--- src/rtl/vup_pkg.sv ---
package vup_pkg;
  typedef enum logic [2:0] {
    CL_LEG128 = 3'd0,
    CL_VEX128 = 3'd1,
    CL_VEX256 = 3'd2,
    CL_ZUPPER = 3'd3,
    CL_OTHER  = 3'd4
  } ucls_e;

  typedef enum logic [1:0] {
    ST_CLEAN = 2'd0,
    ST_DIRTY = 2'd1,
    ST_PRESV = 2'd2
  } ust_e;

  typedef enum logic [1:0] {
    PN_NONE    = 2'd0,
    PN_BLEND   = 2'd1,
    PN_SAVE    = 2'd2,
    PN_RESTORE = 2'd3
  } pen_e;

  typedef struct packed {
    ust_e nxt;
    pen_e pen;
  } xfer_t;

  // Transition for one instruction; newer=1 selects the self-loop table.
  function automatic xfer_t xfer(input logic newer, input ust_e cur, input logic [2:0] cls);
    xfer_t r;
    r.nxt = cur;
    r.pen = PN_NONE;
    case (cls)
      CL_ZUPPER: r.nxt = ST_CLEAN;
      CL_VEX256: begin
        if (cur == ST_CLEAN) r.nxt = ST_DIRTY;
        else if (cur == ST_PRESV) begin
          r.nxt = ST_DIRTY;
          if (!newer) r.pen = PN_RESTORE;
        end
      end
      CL_VEX128: begin
        if (cur == ST_PRESV) begin
          r.nxt = ST_DIRTY;
          if (!newer) r.pen = PN_RESTORE;
        end
      end
      CL_LEG128: begin
        if (cur == ST_DIRTY) begin
          r.nxt = newer ? ST_DIRTY : ST_PRESV;
          r.pen = newer ? PN_BLEND : PN_SAVE;
        end else if (cur == ST_PRESV && newer) begin
          r.nxt = ST_DIRTY;
          r.pen = PN_BLEND;
        end
      end
      default: ;
    endcase
    return r;
  endfunction
endpackage

--- src/rtl/vup_next.sv ---
module vup_next
  import vup_pkg::*;
(
  input  logic       gen_sel,
  input  logic [1:0] cur_state,
  input  logic [2:0] cls,
  output logic [1:0] nxt_state,
  output logic [1:0] pen,
  output logic       ev_blend
);
  xfer_t r;

  always_comb begin
    r         = xfer(gen_sel, ust_e'(cur_state), cls);
    nxt_state = r.nxt;
    pen       = r.pen;
    ev_blend  = gen_sel && (cls == CL_LEG128) && (cur_state == ST_DIRTY);
  end


  newer_no_presv_chk: assert final (!(gen_sel && nxt_state == ST_PRESV));
endmodule

--- src/rtl/vup_regmask.sv ---
module vup_regmask
  import vup_pkg::*;
#(
  parameter int NREG = 16,
  localparam int IDXW = $clog2(NREG)
) (
  input  logic            clk,
  input  logic            rst,
  input  logic [2:0]      cls,
  input  logic [IDXW-1:0] dst,
  output logic [NREG-1:0] map,
  output logic            dst_dirty
);
  logic wr_set, wr_clr, wipe;

  assign wr_set    = (cls == CL_VEX256);
  assign wr_clr    = (cls == CL_VEX128);
  assign wipe      = (cls == CL_ZUPPER);
  assign dst_dirty = map[dst];

  for (genvar i = 0; i < NREG; i++) begin : g_bit
    logic hit;
    assign hit = (dst == IDXW'(i));
    always_ff @(posedge clk) begin
      if (rst)                 map[i] <= 1'b0;
      else if (wipe)           map[i] <= 1'b0;
      else if (wr_set && hit)  map[i] <= 1'b1;
      else if (wr_clr && hit)  map[i] <= 1'b0;
    end
  end


  map_set_chk: assert property (@(posedge clk) disable iff (rst)
    wr_set |=> map[$past(dst)]);

  map_clr_chk: assert property (@(posedge clk) disable iff (rst)
    wr_clr |=> !map[$past(dst)]);

  map_leg_chk: assert property (@(posedge clk) disable iff (rst)
    (cls == CL_LEG128) |=> $stable(map));
endmodule

--- src/rtl/vup_tracker.sv ---
module vup_tracker
  import vup_pkg::*;
#(
  parameter int NREG = 16,
  localparam int IDXW = $clog2(NREG)
) (
  input  logic            clk,
  input  logic            rst,
  input  logic            gen_sel,
  input  logic [2:0]      ins_class,
  input  logic [IDXW-1:0] ins_dst,
  input  logic            ins_zero_idiom,
  output logic [1:0]      upper_state,
  output logic            pen_pulse,
  output logic [1:0]      pen_code,
  output logic            blend_dep,
  output logic [NREG-1:0] dirty_map
);
  logic [1:0] state_q, state_d, pen_d, pen_q;
  logic       ev_blend, dst_dirty, dep_d, dep_q;

  vup_next u_next (
    .gen_sel   (gen_sel),
    .cur_state (state_q),
    .cls       (ins_class),
    .nxt_state (state_d),
    .pen       (pen_d),
    .ev_blend  (ev_blend)
  );

  vup_regmask #(.NREG(NREG)) u_mask (
    .clk       (clk),
    .rst       (rst),
    .cls       (ins_class),
    .dst       (ins_dst),
    .map       (dirty_map),
    .dst_dirty (dst_dirty)
  );

  // Zeroing idioms are deliberately not consulted: the blend still needs the old value.
  assign dep_d = ev_blend && dst_dirty;

  always_ff @(posedge clk) begin
    if (rst) begin
      state_q <= ST_CLEAN;
      pen_q   <= PN_NONE;
      dep_q   <= 1'b0;
    end else begin
      state_q <= state_d;
      pen_q   <= pen_d;
      dep_q   <= dep_d;
    end
  end

  assign upper_state = state_q;
  assign pen_code    = pen_q;
  assign pen_pulse   = (pen_q != PN_NONE);
  assign blend_dep   = dep_q;


  leg_save_chk: assert property (@(posedge clk) disable iff (rst)
    (!gen_sel && upper_state == ST_DIRTY && ins_class == CL_LEG128)
      |=> (pen_code == PN_SAVE && upper_state == ST_PRESV));

  presv_quiet_chk: assert property (@(posedge clk) disable iff (rst)
    (!gen_sel && upper_state == ST_PRESV && ins_class == CL_LEG128)
      |=> (!pen_pulse && upper_state == ST_PRESV));

  restore_chk: assert property (@(posedge clk) disable iff (rst)
    (!gen_sel && upper_state == ST_PRESV &&
     (ins_class == CL_VEX128 || ins_class == CL_VEX256))
      |=> (pen_code == PN_RESTORE && upper_state == ST_DIRTY));

  blend_loop_chk: assert property (@(posedge clk) disable iff (rst)
    (gen_sel && upper_state == ST_DIRTY && ins_class == CL_LEG128)
      |=> (pen_code == PN_BLEND && upper_state == ST_DIRTY));

  dep_older_off_chk: assert property (@(posedge clk) disable iff (rst)
    !gen_sel |=> !blend_dep);

  idiom_dep_chk: assert property (@(posedge clk) disable iff (rst)
    (gen_sel && ins_zero_idiom && upper_state == ST_DIRTY &&
     ins_class == CL_LEG128 && dirty_map[ins_dst]) |=> blend_dep);

  zup_clean_chk: assert property (@(posedge clk) disable iff (rst)
    (ins_class == CL_ZUPPER)
      |=> (upper_state == ST_CLEAN && dirty_map == '0 && !pen_pulse));

  other_hold_chk: assert property (@(posedge clk) disable iff (rst)
    (ins_class >= 3'd4)
      |=> ($stable(upper_state) && $stable(dirty_map) && !pen_pulse));

  pulse_code_chk: assert property (@(posedge clk) disable iff (rst)
    pen_pulse == (pen_code != 2'd0));
endmodule

--- config.mk ---
export PLATFORM = sky130hd
export DESIGN_NAME = vup_tracker
export DESIGN_NICKNAME = d
export VERILOG_FILES = /design/src/rtl/vup_pkg.sv /design/src/rtl/vup_next.sv /design/src/rtl/vup_regmask.sv /design/src/rtl/vup_tracker.sv
export SDC_FILE = /design/constraint.sdc
export NUM_CORES = 1
export LEC_CHECK = 0
export ABC_AREA = 1
export BUFFER_PORTS_ARGS = -buffer_cell sky130_fd_sc_hd__clkbuf_2
export CAP_MARGIN = 40
export CORE_ASPECT_RATIO = 0.6
export CORE_MARGIN = 3
export CORE_UTILIZATION = 40
export CTS_CLUSTER_DIAMETER = 80
export DETAILED_ROUTE_END_ITERATION = 12
export HOLD_SLACK_MARGIN = 0.12
export PLACE_DENSITY = 0.74
export SYNTH_ARGS = -nofsm -noshare
export SYNTH_HDL_FRONTEND = slang
export SYNTH_SLANG_ARGS = --single-unit
--- constraint.sdc ---
create_clock -name clk -period 2.5 [get_ports clk]
set_input_delay 0.25 -clock clk [delete_from_list [all_inputs] [get_ports clk]]
set_output_delay 0.25 -clock clk [all_outputs]
set_load 0.02 [all_outputs]
Yosys cells after proc, flatten, opt, wreduce, memory -nomap -nowiden
Index checks and enable logic that the tools add are counted.
{ "classes": {"order_cmp": 1, "n_eq_ne": 21, "n_mux": 43, "reduce_logical": 59} }
{ "ops": {"columns": ["op", "count"], "rows": [
  ["$logic_and A1 B1 Y1", 36],
  ["$reduce_bool A2 Y1", 17],
  ["$mux W1", 33],
  ["$eq A4 B4 Y1 const B", 8],
  ["$eq A4 B3 Y1 const B", 4],
  ["$mux W4", 3],
  ["$eq A4 B2 Y1 const B", 2],
  ["$mux W2", 4],
  ["$pmux W2 S4", 1],
  ["$eq A3 B2 Y1 const B", 2],
  ["$pmux W2 S3", 1],
  ["$lt A4 B5 Y1 const B", 1],
  ["$bmux W1 S4", 1],
  ["$eq A4 B1 Y1 const B", 1],
  ["$logic_not A4 Y1", 1],
  ["$reduce_bool A4 Y1", 1],
  ["$eq A3 B1 Y1 const B", 1],
  ["$logic_not A3 Y1", 1],
  ["$ne A3 B1 Y1 const B", 1],
  ["$eq A2 B1 Y1 const B", 1],
  ["$eq A2 B2 Y1 const B", 1],
  ["$logic_not A2 Y1", 1],
  ["$reduce_and A2 Y1", 1],
  ["$reduce_or A2 Y1", 1]
]} }
{ "word_totals": {"reg_bits": 21, "input_bits": 11, "out_inout_bits": 22, "word_cells": 143} }

Depth between registers and ports, before layout
Gate-level depths: netlist of run 1.
{ "depth": {"word_depth": 5, "mapped_depth": 9, "ltp_nobuf": 9} }

Hierarchy
Synthesis of run 1 repeated with hierarchy kept, for this count alone.
{ "hier_totals": {"hier_cells": 219, "area_unflattened_um2": 1305.0} }
{ "modules_own_cells": {"columns": ["mod", "n_inst", "cells_each", "area_each_um2", "seq_area_each_um2"], "rows": [
  ["vup_regmask", 1, 167, 1002.2, 320.3],
  ["vup_next", 1, 36, 158.9, 0.0],
  ["vup_tracker", 1, 16, 143.9, 100.1]
]} }

Worst setup path before layout of run 1
Ideal clock, no wire load.
{ "synth_timing": {"path_type": "reg-to-reg", "start": "reg state_q[1] (netlist: upper_state[1])", "end": "reg state_q[0] (netlist: upper_state[0])", "setup_ns": 0.116, "t_arrival_ns": 1.006, "required_ns": 2.384, "setup_slack_ns": 1.378, "stages_incl_launch_ff": 7, "path_buffers": 0, "synth_period_minus_slack_ns": 1.122, "path_cell_list": "dfxtp_1 -> inv_1 -> nand2_1 -> inv_1 -> o21ai_1 -> and2_1 -> a21oi_1"} }
{ "synth_between": {"elab_chain_cells": 4, "word_cells_on_any_way": 10, "cone_classes": "3 x eq/ne; 4 x mux; 3 x reduce/logical"} }
{ "synth_lines": {"columns": ["element", "line_no", "source"], "rows": [
  ["start, declared", "vup_tracker.sv:19", "logic [1:0] state_q, state_d, pen_d, pen_q;"],
  ["start signal, assigned", "vup_tracker.sv:49", "state_q <= state_d;"],
  ["$eq A2 B2 Y1", "vup_pkg.sv:37, vup_pkg.sv:43, vup_pkg.sv:52", null],
  ["$mux W4 / $logic_and A1 B1 Y1 (equally long branches)", null, null],
  ["$mux W2 / $ne A3 B1 Y1 (equally long branches)", null, null],
  ["$pmux W2 S4 / $reduce_and A2 Y1 (equally long branches)", null, null]
]} }
Several ways; a longest one is shown, not always the timed one.
A chain may end at the register's enable or synchronous reset.

Final worst setup path of run 1
{ "layout_timing": {"start": "reg pen_q[1] (netlist: pen_code[1])", "end": "out pen_pulse"} }
{ "layout_between": {"elab_chain_cells": 1} }
{ "layout_lines": {"columns": ["element", "line_no", "source"], "rows": [
  ["start, declared", "vup_tracker.sv:19", null],
  ["start signal, assigned", "vup_tracker.sv:50", "pen_q <= pen_d;"],
  ["$reduce_bool A2 Y1", "vup_tracker.sv:57", "assign pen_pulse = (pen_q != PN_NONE);"],
  ["end, declared", "vup_tracker.sv:14", "output logic pen_pulse,"]
]} }
Every way passes these cells.

==> results of run 1 <==
==> logic make-up (layout without fill, tap and decap cells) <==
group,Yosys count,after routing,share of synthesized area [%]
compound gates,23,23,9.14
buf+inv,26,56,9.33
flops,21,21,33.4
simple gates,126,126,48.2
==> power groups by stage <==
stage / clock, W / sequential [W] / combinational [W]
global placement: 0 / 0.000346 / 0.0000841
floorplan: 0 / 0.000348 / 0.0000582
CTS: 0.000223 / 0.000338 / 0.0000846
detailed placement: 0 / 0.000346 / 0.0000844
global route: 0.000237 / 0.000338 / 0.0000947
finish: 0.000219 / 0.000338 / 0.0000862
==> placed cells by master (no fill, tap or decap) <==
cell	netlist	routed
a21oi_1	21	21
and2_1	1	1
clkbuf_2	0	31
nand2_2	2	2
nand3_4	1	1
clkbuf_8	0	3
inv_1	10	10
clkinv_1	1	1
nand4_1	1	1
nor3_2	5	5
or2_2	1	1
nor3_1	10	10
nor2_2	4	4
dfxtp_1	21	21
o21ai_1	2	2
nor2_1	22	22
clkbuf_1	0	1
inv_2	10	10
nand2_1	56	56
nor2_4	4	4
nand3_1	19	19
==> state kept, by name, summed over array words and instances (netlist names) <==
signal       cells
blend_dep        1
pen_code         2
u_mask.map      16
upper_state      2
==> worst max-delay path: stages, from the launching register on <==
cell and delay, ps:
dfxtp_1 310, or2_2 280, clkbuf_2 150
==> area by class of cell <==
type	instances	area (sq um)
clock buffers	4	45.0
well taps	42	52.6
repair buffers	31	155
fillers	309	1470
flip-flops and latches	21	420
inverters	21	78.8
multi-input cells	149	722
==> metrics by stage <==
step	util, %	total power, W	instance area [sq um]	instances	setup slack, ps
finish	50.0	0.000643	1470	268	1250
global route	50.0	0.000670	1470	268	1170
CTS	50.0	0.000646	1470	268	1240
detailed placement	48.5	0.000430	1430	264	1070
global placement	48.5	0.000430	1430	264	1080
floorplan	-	0.000406	1260	196	1380
==> final timing paths <==
check / from / end / slack (ps) / cells past startpoint
setup / recovery: pen_code[1] / pen_pulse / 1250 / 2
hold / removal: rst / upper_state[0] / 210 / 2
setup reg to reg: upper_state[1] / upper_state[0] / 1390 / 6
hold reg to reg: u_mask.map[9] / u_mask.map[9] / 500 / 2
==> per-layer routing <==
| metal | up-vias | share of wire (%) | global-route usage [%] |
|---|---|---|---|
| met1 | 566 | 53 | 26.3 |
| met3 | 4 | 9.5 | 5.11 |
| met5 | - | 0 | 0 |
| met2 | 57 | 37 | 23.3 |
| li1 | 689 | - | - |
| met4 | 0 | 0.55 | 2.62 |
==> impl_metrics.py, run 1 <==
metrics = {
    "timing": {
        "drv_slew": 0,
        "tightest_slew_ps": 544,
        "setup_viol": 0,
        "fin_crit_sh_pct": 50.0,
        "fin_skew_ps": 6.69,
        "tns_ps": 0,
        "final_hold_viol_count": 0,
        "clock.fmax_mhz": 800,
        "period_minus_slack_ps": 1250,
        "grt_setup_unrepaired": "no",
        "hold_slack_ps": 212,
        "relSlewSlack_pct": 63.7,
    },
    "critical_path": {
        "path_class": "register to output port",
        "worstPathArrival_ps": 1000,
        "critPathMaxFanout": 2,
        "cp.required_ps": 2250,
        "worstSetupStartpointType": "register",
        "endpoint_kind": "output port",
    },
    "synthesis": {
        "synthTopCellsByArea": "dfxtp_1, nand2_1, a21oi_1",
        "yosysTopAreaCell": "dfxtp_1",
        "synth_fp_nets": 207,
        "synth_warnings": 0,
        "synth_top_area_share_pct": 33.4,
        "yosysMostFrequentCell": "nand2_1",
        "syn_area_per_cell_sq_um": 6.43,
        "synth_common_cells": "nand2_1, nor2_1, a21oi_1, dfxtp_1, nand3_1",
        "yosysUniqueCellTypes": 21,
        "syn_area_sq_mm": 0.00126,
        "synth_edf_count": 0,
        "synth_cells": 196,
        "synth_ff_type": "dfxtp_1",
        "ys_seq_elements": 21,
        "yosysSeqAreaShare_pct": 33.4,
        "synthArstFlopShare_pct": 0,
    },
    "clocking": {
        "cts_sinks": 21,
        "cts-hold-fix-buffers": 0,
        "cts_repair_resize_count": 0,
        "cts_buffers": 3,
        "post-cts-setup-buffers": 0,
        "cts_tree": "done",
        "cts_buffer_depth": 2,
        "clkTransAtPathRegs_ps": 70,
        "clkLatencyLatePin_ps": 260,
        "clockRootBuffer": "clkbuf_8",
        "h-tree-depth": 1,
    },
    "route": {
        "routed_wl_mm": 3.09,
        "vias": 1316,
        "drt_iter0_drc": 106,
        "ant_nets": 0,
        "avgRoutedWirePerCell_um": 11.5,
        "vias_per_cell": 4.91,
        "route.detailed.drc": 0,
        "drtPass1Iterations": 4,
    },
    "power": {
        "p_clk_share_pct": 34.0,
        "sw_frac_of_total_pct": 27.0,
        "p_sw_w": 0.000174,
        "vdd_drop_max_v": 0.000249,
        "p_comb_share_pct": 13.4,
        "seqPwrFrac_pct": 52.6,
        "p_leak_nw": 0.656,
        "internal_power_w": 0.000470,
        "power_density_mw_per_mm2": 437,
    },
    "floorplanning": {
        "die_area_sq_mm": 0.00388,
        "row_count": 15,
        "start_util_pct": 42.8,
        "coreArea_sq_mm": 0.00295,
        "die-width_um": 78.5,
        "io_pins": 33,
        "dieHeight_um": 49.5,
    },
    "final_layout": {
        "nNetsFinal": 238,
        "syn2layout_area_growth_pct": 17.0,
        "antenna_cells": 0,
        "drive_gt1_share_pct": 27.0,
    },
    "global_route": {
        "grt_pass1_vias": 1129,
        "grt_use_total_pct": 17.1,
        "grt_pass1_wl_mm": 5.26,
        "grt_max_degree": 19,
        "grt_overflow_total": 0,
        "antenna_found_initial": 0,
    },
    "worst_hold_path": {
        "hp-class": "primary input to register",
    },
    "placed_design": {
        "portBuffers": 31,
        "dp_hpwl_mm": 2.37,
        "place_congestion": 0.900,
    },
    "outcome": {
        "status": "finished clean",
    },
    "flow_run": {
        "cap_violations": 0,
    },
}
Note: power is estimated with default switching activity, not from simulation.
==> inputs of run 2 (changes only) <==
- PLACE_DENSITY: 0.74 -> 0.77
- clock period: 2.5 -> 1.05 ns (I/O delays scaled with it)
==> run 2 against run 1 <==
The flow now finishes with violations (setup timing). Sequential share of layout area fell by 2.5 points. Clock skew decreased by 5.4 ps. First-iteration DRC count grew 31%. Largest cell class unchanged. Final area is 12% higher. Critical path type unchanged. Critical path depth did not move. Highest routed layer is now met3. Power increased by 150%.
==> impl_metrics.py, run 2 (synthesis gave the netlist of run 1 again) <==
metrics = {
    "outcome": {
        "status": "finished with violations",
        "violations": "setup timing",
    },
    "timing": {
        "final_hold_viol_count": 0,
        "period_minus_slack_ps": 1050,
        "relSlewSlack_pct": 81.9,
        "postLayoutSetupSlackWorst_ps": -4.19,
        "tightest_slew_ps": 272,
        "grt_setup_unrepaired": "yes",
        "fin_skew_ps": 1.26,
        "clock.fmax_mhz": 949,
        "drv_slew": 0,
        "setup_viol": 1,
        "hold_slack_ps": 199,
        "tns_ps": -4.19,
        "fin_crit_sh_pct": 100,
    },
    "floorplanning": {
        "row_count": 15,
        "start_util_pct": 42.8,
        "coreArea_sq_mm": 0.00295,
        "die-width_um": 78.5,
        "dieHeight_um": 49.5,
        "io_pins": 33,
        "die_area_sq_mm": 0.00388,
    },
    "critical_path": {
        "cp.required_ps": 940,
        "cpPeakStageDelay_ps": 320,
        "cpLargestDelayFamily": "flip-flops",
        "worstPathCellList": "or2_4 > buf_8",
        "path_buf_inv": 1,
        "path_class": "register to output port",
        "cp_slowest_cell": "dfxtp_2",
        "critPathMaxFanout": 2,
        "endpoint_kind": "output port",
        "worstSetupStartpointType": "register",
        "worstPathArrival_ps": 950,
    },
    "global_route": {
        "grt_use_total_pct": 18.3,
        "antenna_found_initial": 0,
        "grt_pass1_wl_mm": 5.70,
        "grt_max_degree": 17,
        "grt_overflow_total": 0,
        "grt_pass1_vias": 1195,
    },
    "power": {
        "seqPwrFrac_pct": 50.4,
        "internal_power_w": 0.00116,
        "vdd_drop_max_v": 0.000466,
        "p_comb_share_pct": 16.5,
        "sw_frac_of_total_pct": 27.3,
        "power_density_mw_per_mm2": 966,
        "p_sw_w": 0.000435,
        "p_clk_share_pct": 33.1,
        "p_leak_nw": 0.743,
    },
    "route": {
        "avgRoutedWirePerCell_um": 12.2,
        "drtPass1Iterations": 4,
        "vias": 1401,
        "route.detailed.drc": 0,
        "drt_iter0_drc": 139,
        "vias_per_cell": 4.97,
        "routed_wl_mm": 3.45,
        "ant_nets": 0,
        "top_signal_layer_used": "met3",
        "wl_met3_um": 290,
        "met2_length_mm": 1.31,
        "drt-met1-wl_mm": 1.84,
    },
    "final_layout": {
        "final_common_cell": "nand2_1",
        "drive_gt1_share_pct": 36.3,
        "syn2layout_area_growth_pct": 30.8,
        "largest-register": "u_mask.map",
        "nNetsFinal": 252,
        "antenna_cells": 0,
        "final_core_util_pct": 55.9,
        "largest_register_ffs": 16,
        "final_cell_mix": "nand2_1, clkbuf_2, a21oi_1",
    },
    "placed_design": {
        "place_congestion": 0.980,
        "portBuffers": 31,
        "dp_hpwl_mm": 2.63,
    },
    "clocking": {
        "post-cts-setup-buffers": 0,
        "clockRootBuffer": "clkbuf_8",
        "clkTransAtPathRegs_ps": 70,
        "cts_sinks": 21,
        "cts_buffers": 3,
        "h-tree-depth": 1,
        "cts_buffer_depth": 2,
        "cts_tree": "done",
        "clkLatencyLatePin_ps": 260,
    },
    "flow_run": {
        "cap_violations": 0,
    },
    "worst_hold_path": {
        "hp-class": "primary input to register",
    },
}
==> run 2: area by class of cell <==
cell class | instances | area [sq um]
Timing Repair Buffer | 45 | 300
Fill cell | 294 | 1300
Tap cell | 42 | 52.6
Sequential cell | 21 | 429
Multi-Input combinational cell | 149 | 742
Inverter | 21 | 78.8
Clock buffer | 4 | 45.0
==> run 2: tightest hold or removal path, delay by kind of cell <==
family / cells / cell delay (ps)
compound gates: 1 / 70
buf+inv: 2 / 140
simple gates: 1 / 100
==> run 2: power by group through the flow <==
stage	logic (W)	registers [W]	clock network, W
final	0.000263	0.000802	0.000526
after CTS	0.000255	0.000804	0.000539
after floorplan	0.000139	0.000829	0
after detailed placement	0.000251	0.000823	0
after global placement	0.000247	0.000823	0
after global routing	0.000281	0.000803	0.000580
==> run 2: per-layer routing <==
layer / global-route usage, % / vias up
met1: 30.3 / 634
met5: 0 / -
met3: 4.56 / 0
met2: 23.4 / 48
met4: 2.33 / 0
li1: - / 719
==> run 2: final timing paths <==
path	startpoint	endpoint	slack [ps]	depth (start not counted)
max	pen_code[1]	pen_pulse	-4	2
min	gen_sel	pen_code[1]	200	4
max reg2reg	upper_state[0]	upper_state[0]	40	6
min reg2reg	u_mask.map[1]	u_mask.map[1]	530	2
==> run 2: timing repair <==
item,CTS,global route
hold buffers,1,0
endpoints found under the hold margin,4,0
gates resized for setup,4,13
pin swaps,1,1
endpoints found under the setup margin,1,16
==> run 2: stage by stage <==
step	power (W)	instance area, sq um	std cells	setup WS, ps
2_1_floorplan	0.000967	1260	196	39.4
3_3_place_gp	0.00107	1560	278	-20.4
3_5_place_dp	0.00107	1560	278	-38.2
4_1_cts	0.00160	1630	283	-16.0
5_1_grt	0.00166	1650	282	-41.5
6_report	0.00159	1650	282	-4.19
==> inputs of run 3 (changes only) <==
- CTS_CLUSTER_DIAMETER: 80 -> 60
- PLACE_DENSITY: 0.77 -> 0.74
- clock period: 1.05 -> 1.2 ns (I/O delays scaled with it)
==> run 3 against run 2 <==
The flow now finishes without violations. Via count fell by 2.0%. Hold slack improved by 11 ps. Clock power decreased by 13%. Setup slack improved by 87 ps. Non-clock buffer count fell by 5. First-iteration DRC count fell by 9.4%. Final area is 6.1% lower.
==> impl_metrics.py, run 3 (synthesis gave the netlist of run 1 again) <==
metrics = {
    "clocking": {
        "h-tree-depth": 1,
        "clockRootBuffer": "clkbuf_8",
        "cts_sinks": 21,
        "cts_tree": "done",
        "clkLatencyLatePin_ps": 260,
        "cts_buffers": 3,
        "clkTransAtPathRegs_ps": 70,
        "cts_buffer_depth": 2,
    },
    "power": {
        "p_leak_nw": 0.699,
        "seqPwrFrac_pct": 51.6,
        "p_sw_w": 0.000368,
        "vdd_drop_max_v": 0.000505,
        "internal_power_w": 0.000996,
        "p_comb_share_pct": 14.8,
        "p_clk_share_pct": 33.5,
        "power_density_mw_per_mm2": 881,
        "sw_frac_of_total_pct": 27.0,
    },
    "timing": {
        "fin_crit_sh_pct": 93.1,
        "clock.fmax_mhz": 895,
        "drv_slew": 0,
        "fin_skew_ps": 3.94,
        "grt_setup_unrepaired": "no",
        "setup_viol": 0,
        "relSlewSlack_pct": 83.4,
        "tns_ps": 0,
        "period_minus_slack_ps": 1120,
        "hold_slack_ps": 209,
        "tightest_slew_ps": 248,
        "final_hold_viol_count": 0,
    },
    "worst_hold_path": {
        "hp-class": "primary input to register",
    },
    "route": {
        "vias": 1373,
        "routed_wl_mm": 3.30,
        "drt_iter0_drc": 126,
        "vias_per_cell": 4.96,
        "ant_nets": 0,
        "drtPass1Iterations": 4,
        "avgRoutedWirePerCell_um": 11.9,
        "route.detailed.drc": 0,
    },
    "final_layout": {
        "instances_no_fill": 277,
        "antenna_cells": 0,
        "nNetsFinal": 247,
        "final_cell_mix": "nand2_1, clkbuf_2, a21oi_1, nor2_1, dfxtp_1",
        "final_core_util_pct": 52.5,
        "largest-register": "u_mask.map",
        "syn2layout_area_growth_pct": 22.8,
        "final_common_cell": "nand2_1",
        "largest_register_ffs": 16,
        "drive_gt1_share_pct": 30.2,
    },
    "placed_design": {
        "portBuffers": 31,
        "dp_cells": 272,
        "place_congestion": 0.947,
        "dp_hpwl_mm": 2.54,
    },
    "global_route": {
        "grt_pass1_vias": 1184,
        "grt_max_degree": 17,
        "grt_use_total_pct": 18.0,
        "antenna_found_initial": 0,
        "grt_overflow_total": 0,
        "grt_pass1_wl_mm": 5.60,
    },
    "critical_path": {
        "worstPathCellList": "or2_2 > clkbuf_2",
        "cp.required_ps": 1080,
        "cpPeakStageDelay_ps": 310,
        "endpoint_kind": "output port",
        "path_class": "register to output port",
        "worstPathArrival_ps": 1000,
        "worstSetupStartpointType": "register",
        "critPathMaxFanout": 2,
        "cp_slowest_cell": "dfxtp_1",
    },
    "flow_run": {
        "cap_violations": 0,
    },
    "floorplanning": {
        "dieHeight_um": 49.5,
        "io_pins": 33,
        "die-width_um": 78.5,
        "row_count": 15,
        "coreArea_sq_mm": 0.00295,
        "die_area_sq_mm": 0.00388,
        "start_util_pct": 42.8,
    },
    "outcome": {
        "status": "finished clean",
    },
}
## run 3: changes by cell type in the layout (fill, tap and decap cells not counted), moves of 3 or more
cell and change:
dfxtp_1 +4, buf_4 -4, clkbuf_2 +3, dfxtp_2 -3
## run 3: metrics by stage
stage / setup WS, ps / power, W / cell area (sq um)
2_1_floorplan: 78.2 / 0.000846 / 1260
6_report: 82.8 / 0.00136 / 1550
4_1_cts: 74.8 / 0.00137 / 1540
3_3_place_gp: 82.3 / 0.000914 / 1490
5_1_grt: 34.5 / 0.00142 / 1550
3_5_place_dp: 67.2 / 0.000916 / 1490
## run 3: layer usage
metal,wire length [um],vias up,GRT usage [%]
met2,1330,55,25.6
met4,6,0,1.74
met5,0,-,0
met3,288,2,4.38
met1,1680,606,28.1
li1,-,710,-
## run 3: power groups by stage
| stage | sequential [W] | combinational [W] | clock (W) |
|---|---|---|---|
| after floorplan | 0.000725 | 0.000121 | 0 |
| after global placement | 0.000720 | 0.000194 | 0 |
| after detailed placement | 0.000720 | 0.000195 | 0 |
| after CTS | 0.000704 | 0.000199 | 0.000466 |
| after global routing | 0.000705 | 0.000220 | 0.000497 |
| final | 0.000704 | 0.000202 | 0.000457 |
## run 3: worst paths after layout
kind / from / end / slack, ps / cells after the start
setup reg to reg: upper_state[1] / upper_state[0] / 120 / 6
hold reg to reg: u_mask.map[9] / u_mask.map[9] / 510 / 2
hold / removal: ins_class[1] / u_mask.map[9] / 210 / 3
setup / recovery: pen_code[1] / pen_pulse / 80 / 2
## run 3: critical path: cells and delay by family (launching register included)
kind,cells,cell delay (ps)
DFF,1,310
and+or+nand+nor,1,280
buffers and inverters,1,150
## run 3: layout make-up
type	instances	area (sq um)
Fill cell	317	1400
Multi-Input combinational cell	149	724
Sequential cell	21	422
Timing Repair Buffer	40	225
Inverter	21	78.8
Tap cell	42	52.6
Clock buffer	4	45.0
## run 3: timing repair
action / in CTS / in global routing
gates resized for setup: 0 / 2
endpoints found under the hold margin: 4 / 0
endpoints found under the setup margin: 0 / 2
buffers inserted: 0 / 0
hold buffers: 1 / 0
